[src/rtl/adc_rd_pkg.sv]
package adc_rd_pkg;
  localparam int RES_W    = 10;
  localparam int WORD_MAX = 7;
  localparam int WIDX_W   = $clog2(WORD_MAX);
  localparam int IDX_W    = 5;

  typedef enum logic [1:0] {
    FMT_FIXED = 2'b00,
    FMT_SHORT = 2'b01,
    FMT_LONG  = 2'b10,
    FMT_LONG2 = 2'b11
  } fmt_e;

  // serial clocks in which the master drives configuration bits
  function automatic logic [IDX_W-1:0] drive_len(input logic [1:0] fmt);
    if (fmt == FMT_FIXED)      return IDX_W'(0);
    else if (fmt == FMT_SHORT) return IDX_W'(4);
    else                       return IDX_W'(WORD_MAX);
  endfunction

  // serial clocks before the null bit (fixed part spends one wake-up clock)
  function automatic logic [IDX_W-1:0] skip_len(input logic [1:0] fmt);
    if (fmt == FMT_FIXED) return IDX_W'(1);
    else                  return drive_len(fmt);
  endfunction

  // position 0 goes out first
  function automatic logic [WORD_MAX-1:0] build_word(
    input logic [1:0] fmt, input logic sgl, input logic odd,
    input logic [1:0] sel, input logic uni, input logic msbf);
    logic [WORD_MAX-1:0] w;
    w = '0;
    w[0] = 1'b1;
    if (fmt == FMT_SHORT) begin
      w[1] = sgl; w[2] = odd; w[3] = msbf;
    end else if (fmt[1]) begin
      w[1] = sgl; w[2] = odd; w[3] = sel[1]; w[4] = sel[0];
      w[5] = uni; w[6] = msbf;
    end
    return w;
  endfunction

  // put one arriving result bit into the accumulator
  function automatic logic [RES_W-1:0] place_bit(
    input logic [RES_W-1:0] acc, input logic b, input logic msbf);
    if (msbf) return {acc[RES_W-2:0], b};
    else      return {b, acc[RES_W-1:1]};
  endfunction
endpackage

[src/rtl/adc_rd_clkdiv.sv]
module adc_rd_clkdiv #(
  parameter int DIV_W = 8
) (
  input  logic             clk,
  input  logic             rst_n,
  input  logic             run,
  input  logic [DIV_W-1:0] half_div,
  output logic             sclk,
  output logic             rise_stb,
  output logic             fall_stb
);
  logic [DIV_W-1:0] cnt;
  logic [DIV_W-1:0] lim;
  logic             toggle;

  assign lim      = (half_div == '0) ? '0 : half_div - 1'b1;
  assign toggle   = run && (cnt == lim);
  assign rise_stb = toggle && !sclk;
  assign fall_stb = toggle && sclk;

  always_ff @(posedge clk or negedge rst_n) begin
    if (!rst_n) begin
      cnt  <= '0;
      sclk <= 1'b0;
    end else if (!run) begin
      cnt  <= '0;
      sclk <= 1'b0;
    end else if (toggle) begin
      cnt  <= '0;
      sclk <= ~sclk;
    end else begin
      cnt <= cnt + 1'b1;
    end
  end

  AST_CNT_IN_RANGE: assert property (@(posedge clk) disable iff (!rst_n)
    run |-> cnt <= lim);
endmodule

[src/rtl/adc_rd_tx.sv]
module adc_rd_tx
  import adc_rd_pkg::*;
(
  input  logic                clk,
  input  logic                rst_n,
  input  logic                load,
  input  logic [WORD_MAX-1:0] word,
  input  logic [IDX_W-1:0]    len,
  input  logic                fall_stb,
  input  logic [IDX_W-1:0]    fall_idx,
  output logic                mosi,
  output logic                mosi_oe
);
  logic [WORD_MAX-1:0] word_q;
  logic [IDX_W-1:0]    len_q;
  logic                shift_evt;

  assign shift_evt = fall_stb && mosi_oe;

  always_ff @(posedge clk or negedge rst_n) begin
    if (!rst_n) begin
      word_q  <= '0;
      len_q   <= '0;
      mosi    <= 1'b0;
      mosi_oe <= 1'b0;
    end else if (load) begin
      word_q  <= word;
      len_q   <= len;
      mosi    <= (len != '0) && word[0];
      mosi_oe <= (len != '0);
    end else if (shift_evt) begin
      if (fall_idx < len_q) begin
        mosi <= word_q[fall_idx[WIDX_W-1:0]];
      end else begin
        mosi    <= 1'b0;
        mosi_oe <= 1'b0;
      end
    end
  end

  AST_START_BIT_FIRST: assert property (@(posedge clk) disable iff (!rst_n)
    $rose(mosi_oe) |-> mosi);
endmodule

[src/rtl/adc_rd_rx.sv]
module adc_rd_rx
  import adc_rd_pkg::*;
(
  input  logic             clk,
  input  logic             rst_n,
  input  logic             clear,
  input  logic             rise_stb,
  input  logic [IDX_W-1:0] rise_num,
  input  logic [IDX_W-1:0] first_num,
  input  logic             msbf,
  input  logic             miso,
  output logic [RES_W-1:0] data
);
  logic [IDX_W-1:0] cap_cnt;
  logic             take;

  assign take = rise_stb && (rise_num >= first_num) &&
                (rise_num < first_num + IDX_W'(RES_W));

  always_ff @(posedge clk or negedge rst_n) begin
    if (!rst_n) begin
      data    <= '0;
      cap_cnt <= '0;
    end else if (clear) begin
      data    <= '0;
      cap_cnt <= '0;
    end else if (take) begin
      data    <= place_bit(data, miso, msbf);
      cap_cnt <= cap_cnt + 1'b1;
    end
  end

  AST_CAP_BOUND: assert property (@(posedge clk) disable iff (!rst_n)
    cap_cnt <= IDX_W'(RES_W));
endmodule

[src/rtl/adc_read_master.sv]
module adc_read_master
  import adc_rd_pkg::*;
#(
  parameter int DIV_W = 8
) (
  input  logic             clk,
  input  logic             rst_n,
  input  logic             start,
  input  logic [1:0]       fmt,
  input  logic             sgl_end,
  input  logic             odd_sign,
  input  logic [1:0]       chan_sel,
  input  logic             unipolar,
  input  logic             msb_first,
  input  logic [DIV_W-1:0] half_div,
  output logic             cs_n,
  output logic             sclk,
  output logic             mosi,
  output logic             mosi_oe,
  input  logic             miso,
  output logic             busy,
  output logic             done,
  output logic [RES_W-1:0] result
);
  localparam logic [IDX_W-1:0] TAIL = IDX_W'(RES_W + 1);

  logic             busy_q, done_q;
  logic [1:0]       fmt_q;
  logic             msbf_q;
  logic [DIV_W-1:0] div_q;
  logic [IDX_W-1:0] rise_cnt, drv_len_q, skip_q;
  logic [RES_W-1:0] result_q;

  // named internal events
  logic             accept, rise_stb, fall_stb, last_fall, msbf_eff;
  logic [IDX_W-1:0] rise_num, first_num;
  logic [RES_W-1:0] rx_data;

  assign accept    = start && !busy_q;
  assign rise_num  = rise_cnt + 1'b1;
  assign first_num = skip_q + IDX_W'(2);
  assign last_fall = fall_stb && (rise_cnt == skip_q + TAIL);
  assign msbf_eff  = (fmt_q == FMT_FIXED) ? 1'b1 : msbf_q;

  always_ff @(posedge clk or negedge rst_n) begin
    if (!rst_n) begin
      busy_q    <= 1'b0;
      done_q    <= 1'b0;
      fmt_q     <= FMT_FIXED;
      msbf_q    <= 1'b0;
      div_q     <= '0;
      rise_cnt  <= '0;
      drv_len_q <= '0;
      skip_q    <= '0;
      result_q  <= '0;
    end else begin
      done_q <= 1'b0;
      if (accept) begin
        busy_q    <= 1'b1;
        fmt_q     <= fmt;
        msbf_q    <= msb_first;
        div_q     <= half_div;
        rise_cnt  <= '0;
        drv_len_q <= drive_len(fmt);
        skip_q    <= skip_len(fmt);
      end else if (busy_q) begin
        if (rise_stb) rise_cnt <= rise_num;
        if (last_fall) begin
          busy_q   <= 1'b0;
          done_q   <= 1'b1;
          result_q <= rx_data;
        end
      end
    end
  end

  adc_rd_clkdiv #(.DIV_W(DIV_W)) i_clkdiv (
    .clk(clk), .rst_n(rst_n), .run(busy_q), .half_div(div_q),
    .sclk(sclk), .rise_stb(rise_stb), .fall_stb(fall_stb)
  );

  adc_rd_tx i_tx (
    .clk(clk), .rst_n(rst_n), .load(accept),
    .word(build_word(fmt, sgl_end, odd_sign, chan_sel, unipolar, msb_first)),
    .len(drive_len(fmt)), .fall_stb(fall_stb), .fall_idx(rise_cnt),
    .mosi(mosi), .mosi_oe(mosi_oe)
  );

  adc_rd_rx i_rx (
    .clk(clk), .rst_n(rst_n), .clear(accept), .rise_stb(rise_stb),
    .rise_num(rise_num), .first_num(first_num), .msbf(msbf_eff),
    .miso(miso), .data(rx_data)
  );

  assign cs_n   = !busy_q;
  assign busy   = busy_q;
  assign done   = done_q;
  assign result = result_q;

  AST_IDLE_CLK_LOW: assert property (@(posedge clk) disable iff (!rst_n)
    cs_n |-> !sclk);
  AST_MOSI_HOLD_HIGH: assert property (@(posedge clk) disable iff (!rst_n)
    (sclk && $past(sclk)) |-> $stable(mosi));
  AST_FIXED_NO_DRIVE: assert property (@(posedge clk) disable iff (!rst_n)
    (!cs_n && fmt_q == FMT_FIXED) |-> !mosi_oe);
  AST_OE_CLEAR_BY_NULL: assert property (@(posedge clk) disable iff (!rst_n)
    (rise_stb && rise_cnt >= drv_len_q) |-> !mosi_oe);
  AST_DONE_WITH_CS: assert property (@(posedge clk) disable iff (!rst_n)
    done |-> cs_n && !busy);
  AST_DONE_SINGLE: assert property (@(posedge clk) disable iff (!rst_n)
    done |=> !done);
  AST_RESULT_HOLD: assert property (@(posedge clk) disable iff (!rst_n)
    !done |-> $stable(result));
  AST_IGNORE_START: assert property (@(posedge clk) disable iff (!rst_n)
    (busy_q && start && !last_fall) |=> busy_q && $stable(fmt_q));
endmodule

[config.mk]
export PLATFORM = sky130hd
export DESIGN_NAME = adc_read_master
export DESIGN_NICKNAME = d
export VERILOG_FILES = /design/src/rtl/adc_rd_pkg.sv /design/src/rtl/adc_rd_clkdiv.sv /design/src/rtl/adc_rd_tx.sv /design/src/rtl/adc_rd_rx.sv /design/src/rtl/adc_read_master.sv
export SDC_FILE = /design/constraint.sdc
export NUM_CORES = 1
export LEC_CHECK = 0
export BUFFER_PORTS_ARGS = -buffer_cell sky130_fd_sc_hd__buf_2
export CORE_ASPECT_RATIO = 1.1
export CORE_MARGIN = 5
export CORE_UTILIZATION = 40
export CTS_BUF_LIST = sky130_fd_sc_hd__clkbuf_16
export CTS_CLUSTER_SIZE = 28
export DETAILED_ROUTE_END_ITERATION = 12
export GPL_TIMING_DRIVEN = 0
export PLACE_DENSITY = 0.59
export SYNTH_ARGS = -nofsm -noshare
export SYNTH_HDL_FRONTEND = slang
export SYNTH_SLANG_ARGS = --single-unit
[constraint.sdc]
create_clock -name clk -period 9.35 [get_ports clk]
set_clock_uncertainty 0.2 [all_clocks]
set_input_delay 1.87 -clock clk [delete_from_list [all_inputs] [get_ports clk]]
set_output_delay 1.87 -clock clk [all_outputs]
set_load 0.02 [all_outputs]
# --- Word-level counts from Yosys, hierarchy flattened ---
# Index checks and enable logic that the tools add are counted.
word_totals:
  regBits: 66
  output_inout_bits: 16
  elab_cells: 85
op_classes:
  n_addsub: 6
  magnitude_cmp: 4
  n_eq_ne: 5
  n_mux: 32
  bitwise_logic: 2
  n_reduce_logical: 21
ops:
  columns: ["operator", "count"]
  rows:
  - ["$mux 10", 3]
  - ["$mux 8", 3]
  - ["$mux 5", 4]
  - ["$mux 1", 16]
  - ["$add 5x4->5 const B", 2]
  - ["$lt 5x5->1", 2]
  - ["$mux 3", 3]
  - ["$add 8x1->8 const B", 1]
  - ["$eq 8x8->1", 1]
  - ["$logic_and 1x1->1", 8]
  - ["$logic_not 8->1", 1]
  - ["$reduce_bool 2->1", 4]
  - ["$sub 8x1->8 const B", 1]
  - ["$mux 6", 1]
  - ["$add 5x1->5 const B", 1]
  - ["$add 5x2->5 const B", 1]
  - ["$eq 5x5->1", 1]
  - ["$ge 5x5->1", 1]
  - ["$reduce_bool 5->1", 1]
  - ["$logic_not 2->1", 2]
  - ["$lt 3x4->1 const B", 1]
  - ["$reduce_and 2->1", 2]
  - ["$bmux 1 s3", 1]
  - ["$reduce_and 3->1", 1]
  - ["6 further kinds", 8]

# --- Logic depth before layout (Yosys ltp) ---
# Gate-level depths: netlist (run 1).
logic_depth:
  depth_word: 9
  depth_mapped: 11
  depth_no_buf: 10

# --- Hierarchy ---
# A second synthesis (run 1) with hierarchy kept.
hier_totals:
  cells_unflattened: 362
  area_unflattened_um2: 3803.6
modules_own_cells:
  columns: ["module", "instances", "cells_per_inst", "area_each_um2", "seq_area_each_um2"]
  rows:
  - ["adc_read_master", 1, 115, 1440.1, 775.7]
  - ["adc_rd_clkdiv", 1, 103, 878.3, 225.2]
  - ["adc_rd_rx", 1, 76, 764.5, 250.2]
  - ["adc_rd_tx", 1, 68, 720.7, 350.3]

# --- Worst setup path before layout (run 1) ---
# Ideal clock, no wire load.
synth_path:
  path_kind: "register -> register"
  start: "register div_q[0]"
  end: "register i_rx.data[1]"
  setup_time_ns: 0.119
  arrival_time_ns: 2.747
  required_ns: 9.031
  path_slack_ns: 6.283
  stages_incl_launch_ff: 12
  synth_period_minus_slack_ns: 3.067
  cell_sequence: "dfrtp_1 -> inv_1 -> ha_1 -> or3b_1 -> buf_4 -> or4_4 -> o21ai_2 -> o21ai_2 -> nor4_4 -> and2_1 -> buf_6 -> o21ai_2"
synth_between:
  elab_chain_len: 8
  elab_cells_between_ends: 9
synth_rtl:
  columns: ["item", "line_no", "rtl"]
  rows:
  - ["start: declaration", "adc_read_master.sv:30", "logic [DIV_W-1:0] div_q;"]
  - ["start signal: assignment", "adc_read_master.sv:62", "div_q <= half_div;"]
  - ["$sub 8x1->8 / $logic_not 8->1 (equally long branches)", "adc_rd_clkdiv.sv:16", "assign lim = (half_div == '0) ? '0 : half_div - 1'b1;"]
  - ["$mux 8 (*)", "adc_rd_clkdiv.sv:16", null]
  - ["$eq 8x8->1 (*)", "adc_rd_clkdiv.sv:17", "assign toggle = run && (cnt == lim);"]
  - ["$logic_and 1x1->1 (*)", "adc_rd_clkdiv.sv:17", null]
  - ["$logic_and 1x1->1 (*)", "adc_rd_clkdiv.sv:18", "assign rise_stb = toggle && !sclk;"]
  - ["$logic_and 1x1->1 (*) (2 in series)", "adc_rd_rx.sv:17", "assign take = rise_stb && (rise_num >= first_num) &&"]
  - ["$reduce_bool 2->1 (no line) (*)", null, null]
  - ["end signal: assignment", "adc_rd_rx.sv:28", "data <= place_bit(data, miso, msbf);"]
  - ["end: declaration", "adc_rd_rx.sv:12", "output logic [RES_W-1:0] data"]
# Mark *: on every way between the ends. The rest lies on a longest branch, timed or not.
# A chain may end at the register's enable or synchronous reset.

# --- Worst setup path in the final report (run 1) ---
layout_path:
  start: "register div_q[0]"
  end: "register i_rx.data[5]"
# Same word-level chain as after synthesis.

==> run_results.csv, run 1 <==
group,metric,value,unit
hold_path,hold_end,"i_tx.word_q[4]",
clock_tree,cts_buffers,9,
grt,grt_usage,0.154,
clock_tree,cts_sinks,59,
drt,vias_per_cell,5.16,
power,p_comb_frac,0.318,
timing,setup_violations,0,
drt,dr.pass1.iters,4,
floorplanning,core_area,0.00874,mm^2
clock_tree,root_buffer,"clkbuf_16",
floorplanning,initial_core_util,0.403,
power,powerDensity,239,mW/mm^2
clock_tree,hold_buffers,0,
drt,drc,0,
yosys,syn-num-nets,392,
yosys,ys_seq_area_frac,0.420,
job,drv_cap,0,
setup_path,r2r-end,"i_rx.data[5]",
placement,gp_congestion,0.835,
setup_path,crit_path_start_kind,"register",
setup_path,crit_slowest_cell,"nor4_4",
hold_path,min_path_cells,2,
drt,dr_total_vias,2672,
timing,fmaxAchievable,294,MHz
yosys,synth_edf_count,0,
power,swShare,0.345,
floorplanning,die_h,108,um
floorplanning,boundaryPins,36,
floorplanning,num_rows,36,
grt,grt_pass1_vias,2607,
grt,grt_overflow_total,0,
power,pwr-share-clk,0.326,
grt,grt_pass1_wl,12800,um
power,max-vdd-ir-drop,0.0842,mV
timing,worstMarginPinSlew,0.879,ns
timing,max-slew-margin-rel,0.412,
timing,maxSlewViolCount,0,
power,p_leak,2.03,nW
timing,finalHoldViolations,0,
yosys,ys_seq_elements,59,
placement,portBuffers,35,
setup_path,ff2ff_path_depth,11,
power,seqPwrFrac,0.356,
grt,antenna_found_initial,0,
setup_path,r2r_slack,5.95,ns
finish,final_cells,518,
drt,wl_per_cell,14.6,um
setup_path,slowest_delay,0.65,ns
setup_path,worst_path_most_repeated_cell,"o21ai_2",
setup_path,worstSetupPathType,"register to register",
placement,hpwl,5540,um
drt,drtAntennaViolNets,0,
yosys,yosysUniqueCellTypes,56,
finish,fin_nets,438,
finish,antenna_cells,0,
power,p_switching,0.341,mW
hold_path,min_from,"i_tx.word_q[4]",
floorplanning,die_width,99.4,um
grt,grt_max_degree,60,
yosys,ys.flop_type,"dfrtp_1",
yosys,async_reset_ff_frac,1.00,
clock_tree,cts_tree,"built",
finish,layout-drive-gt1-share,0.250,
finish,area_growth,17.4,%
setup_path,rr_startpoint,"div_q[0]",
setup_path,worstPathCellList,"inv_1 > ha_1 > or3b_1 > buf_4 > or4_4 > o21ai_2 > o21ai_2 > nor4_4 > and2_1 > buf_6 > o21ai_2",
drt,finalWirelength,7570,um
yosys,syn_inst,353,
timing,setup_tns,0,ns
hold_path,hp-class,"register to register",
timing,period_minus_slack,3.40,ns
placement,placed_cells,502,
timing,rsz0062_at_grt,"false",
clock_tree,cts_htree_levels,3,
clock_tree,insertion_delay,0.33,ns
floorplanning,dieArea,0.0108,mm^2
drt,drt_first_iter_violations,112,
setup_path,critPathArrivalTime,3.42,ns
outcome,status,"finished clean",
yosys,netlist_area,0.00352,mm^2
finish,final_cell_mix,"59 x dfrtp_1, 51 x nand2_1, 37 x buf_2",
timing,fin_crit_sh,0.364,
setup_path,required,9.37,ns
yosys,yosys_warnings,0,
clock_tree,cts_buffer_depth,2,
clock_tree,path_clk_slew,0.05,ns
clock_tree,ctsResizeCount,0,
clock_tree,cts_setup_buffers,0,
finish,final_common_cell,"dfrtp_1",
power,intPower,0.646,mW
yosys,syn_avg_cell_area,9.97,um^2
setup_path,worstSetupEndpointType,"register",
setup_path,crit_fanout,10,
==> logic make-up after synthesis <==
family / count (synthesis) / share of synthesized area
and+or+nand+nor: 136 / 0.199
xor gates and xnor gates: 19 / 0.0473
adders and majority gates: 19 / 0.0676
buffers and inverters: 36 / 0.0637
AOI/OAI and AO/OA: 60 / 0.124
muxes: 24 / 0.0789
DFF: 59 / 0.420
==> critical path: cells and delay by family, from the launching register on <==
kind | cells | cell delay, ns
buf+inv | 3 | 0.44
simple gates | 4 | 1.72
compound gates | 3 | 0.27
flops | 1 | 0.40
fa+ha+maj | 1 | 0.26
==> metal layers <==
metal  up-vias  GRT usage  wire [um]  part of all wire
met5         -          0          0                 0
met4         0     0.0634        108             0.014
met3         8     0.0439        423             0.056
met2        53      0.243       3620              0.48
met1      1271      0.200       3420              0.45
li1       1340          -          -                 -
==> through the flow <==
step	cell area [um^2]	hold slack, ns	utilization	worst slack (ns)	power (mW)
CTS	4130	0.274	0.473	5.92	1.00
detailed placement	3840	0.262	0.439	5.85	0.672
global route	4130	0.287	0.473	5.71	1.06
global placement	3840	0.253	0.439	5.87	0.663
floorplan	3520	0.235	-	6.28	0.593
finish	4130	0.269	0.473	5.95	0.987
==> final cells by class <==
class                   instances  area [um^2]
fillers                       854         4610
multi-input cells             258         1820
flip-flops and latches         59         1480
clock buffers                   9          225
repair buffers                 35          178
plain buffers                  19          160
well taps                     114          143
clock inverters                 7         67.6
inverters                      17         63.8
==> flip-flops by register name, summed over array words and instances, names as in the netlist <==
| name | count |
|---|---|
| i_rx.data | 10 |
| result | 10 |
| div_q | 8 |
| i_clkdiv.cnt | 8 |
| i_tx.word_q | 7 |
| rise_cnt | 5 |
| fmt_q | 2 |
| skip_q | 2 |
| busy | 1 |
| done | 1 |
| i_clkdiv.sclk | 1 |
| i_tx.len_q | 1 |
| i_tx.mosi | 1 |
| i_tx.mosi_oe | 1 |
| msbf_q | 1 |
==> how the worst max path moves through the flow <==
stage	endpoint	cells after the start	startpoint	slack, ns
after floorplan	i_rx.data[1]	11	div_q[0]	6.28
after global placement	i_tx.mosi	8	start	5.87
after detailed placement	i_tx.mosi	8	start	5.85
after CTS	i_rx.data[6]	11	div_q[0]	5.92
after global routing	i_rx.data[3]	11	div_q[0]	5.71
final	i_rx.data[5]	11	div_q[0]	5.95
==> power groups by stage <==
| stage | Combinational [mW] | Sequential, mW | Clock [mW] |
|---|---|---|---|
| after floorplan | 0.248 | 0.346 | 0 |
| after global placement | 0.308 | 0.354 | 0 |
| after detailed placement | 0.317 | 0.355 | 0 |
| after CTS | 0.318 | 0.351 | 0.332 |
| after global routing | 0.362 | 0.359 | 0.342 |
| final | 0.314 | 0.352 | 0.322 |
==> Yosys cell counts (all sizes together), types with 4 or more instances <==
master,n,area (um^2)
buf,11,97.6
o21ai,22,155
xnor2,11,96.3
dfrtp,59,1480
and3,5,31.3
o21a,5,37.5
nand3,8,40.0
nand4,13,96.3
nor2b,5,31.3
xor2,8,70.1
mux2,20,225
nor4,7,58.8
nor2,27,101
nand2,51,191
ha,19,238
a21o,4,32.5
clkbuf,7,30.0
inv,17,63.8
a21oi,10,50.1
Power figures use the tool's default switching activity.
==> run 2, diff against run 1 <==
Clock period 9.35 ns to 3.5 ns, I/O delays scaled along.
==> run 2 against run 1 <==
- via count is 0.49% lower
- die area stayed put
- non-clock buffer count increased by 3
- global-route usage is the same
- register-to-register slack got worse by 5.7 ns
- clock power increased to 2.7 times the previous value
- cell count increased by 0.58%
==> run_results.csv, run 2 (synthesis gave the netlist of run 1 again) <==
group,metric,value,unit
floorplanning,die_width,99.4,um
finish,layout-drive-gt1-share,0.256,
setup_path,worstSetupEndpointType,"register",
grt,grt_pass1_wl,12800,um
power,max-vdd-ir-drop,0.224,mV
finish,antenna_cells,0,
placement,gp_congestion,0.835,
power,seqPwrFrac,0.356,
drt,drtAntennaViolNets,0,
hold_path,hp-class,"input pin to asynchronous set/reset pin",
clock_tree,hold_buffers,0,
power,p_leak,2.04,nW
floorplanning,initial_core_util,0.403,
timing,fmaxAchievable,307,MHz
finish,fin_area,0.00415,mm^2
floorplanning,boundaryPins,36,
clock_tree,cts_buffers,9,
power,p_switching,0.909,mW
floorplanning,core_area,0.00874,mm^2
drt,drt_first_iter_violations,99,
floorplanning,die_h,108,um
grt,use_met2,0.243,
timing,fin_crit_sh,0.930,
placement,place_area,0.00384,mm^2
clock_tree,root_buffer,"clkbuf_16",
clock_tree,cts_buffer_depth,2,
floorplanning,dieArea,0.0108,mm^2
timing,finalHoldViolations,0,
timing,max-slew-margin-rel,0.418,
timing,maxSlewViolCount,0,
timing,worstMarginPinSlew,0.870,ns
timing,period_minus_slack,3.26,ns
power,intPower,1.73,mW
grt,grt_overflow_total,0,
clock_tree,path_clk_slew,0.05,ns
setup_path,crit_path_start_kind,"register",
floorplanning,num_rows,36,
finish,utilization,0.475,
power,swShare,0.345,
finish,fin_nets,441,
clock_tree,ctsResizeCount,0,
power,p_comb_frac,0.319,
finish,area_growth,18.1,%
power,powerDensity,635,mW/mm^2
grt,antenna_found_initial,0,
drt,drc,0,
job,drv_cap,0,
grt,grt_usage,0.154,
grt,met3_usage,0.0439,
outcome,status,"finished clean",
finish,final_common_cell,"dfrtp_1",
setup_path,worstSetupPathType,"register to register",
setup_path,required,3.51,ns
timing,rsz0062_at_grt,"false",
grt,grt_use_met1,0.200,
drt,vias_per_cell,5.10,
clock_tree,cts_tree,"built",
drt,finalWirelength,7580,um
timing,setup_tns,0,ns
timing,setup_violations,0,
clock_tree,insertion_delay,0.33,ns
placement,hpwl,5540,um
clock_tree,cts_htree_levels,3,
drt,dr_total_vias,2659,
grt,grt-busiest-layer,"met2",
power,pwr-share-clk,0.325,
grt,grt_pass1_vias,2607,
finish,final_cell_mix,"59 x dfrtp_1, 51 x nand2_1, 37 x buf_2",
clock_tree,cts_sinks,59,
power,p_total,2.64,mW
drt,wl_per_cell,14.6,um
setup_path,critPathArrivalTime,3.26,ns
setup_path,crit_fanout,10,
grt,grt_max_degree,60,
drt,dr.pass1.iters,4,
placement,portBuffers,35,
-- run 2: changes by cell type in the layout (fill, tap and decap cells not counted), sizes merged --
cell and change:
buf +3
-- run 2: area by class of cell --
type	count	area, um^2
Tap cell	114	143
Sequential cell	59	1480
Buffer	19	160
Multi-Input combinational cell	258	1820
Clock inverter	7	67.6
Clock buffer	9	225
Timing Repair Buffer	38	200
Fill cell	853	4580
Inverter	17	63.8
-- run 2: critical path, cell delays in order (launching register included) --
cell,delay (ns)
dfrtp_1,0.40
inv_1,0.11
ha_1,0.26
or3b_1,0.36
buf_4,0.16
or4_4,0.48
o21ai_2,0.08
o21ai_2,0.11
nor3_4,0.33
nand4_4,0.26
mux2_1,0.39
-- run 2: worst paths after layout --
check                           cells past startpoint  slack (ns)      startpoint               to
worst max register to register                     10        0.24        div_q[0]        result[1]
max in group asynchronous                           1        2.37           rst_n      rise_cnt[1]
worst max-delay path                               10        0.24        div_q[0]        result[1]
worst min-delay path                                1        0.23           rst_n  i_clkdiv.cnt[3]
min in group clk                                    2        0.27  i_tx.word_q[6]   i_tx.word_q[6]
worst min register to register                      2        0.27  i_tx.word_q[6]   i_tx.word_q[6]
-- run 2: power by group through the flow --
| stage | sequential [mW] | combinational, mW | clock [mW] |
|---|---|---|---|
| after global placement | 0.946 | 0.823 | 0 |
| after floorplan | 0.923 | 0.662 | 0 |
| after CTS | 0.938 | 0.850 | 0.887 |
| after detailed placement | 0.948 | 0.847 | 0 |
| after global routing | 0.958 | 0.971 | 0.915 |
| final | 0.939 | 0.842 | 0.858 |
-- run 2: per-stage QoR --
| stage | setup slack, ns | hold slack, ns | instances |
|---|---|---|---|
| after floorplan | 0.433 | 0.204 | 353 |
| after global placement | 0.0993 | 0.253 | 502 |
| after detailed placement | 0.0435 | 0.262 | 502 |
| after CTS | 0.0723 | 0.274 | 518 |
| after global routing | 0.00632 | 0.287 | 521 |
| final | 0.243 | 0.231 | 521 |
-- run 2: timing repair --
action	CTS	global route
setup buffers	0	3
hold endpoints to repair	0	0
setup endpoints to repair	0	12
-- run 2: routing by layer --
layer	vias to the layer above	share of wire
li1	1343	-
met1	1257	0.45
met5	-	0
met3	6	0.058
met2	53	0.48
met4	0	0.013
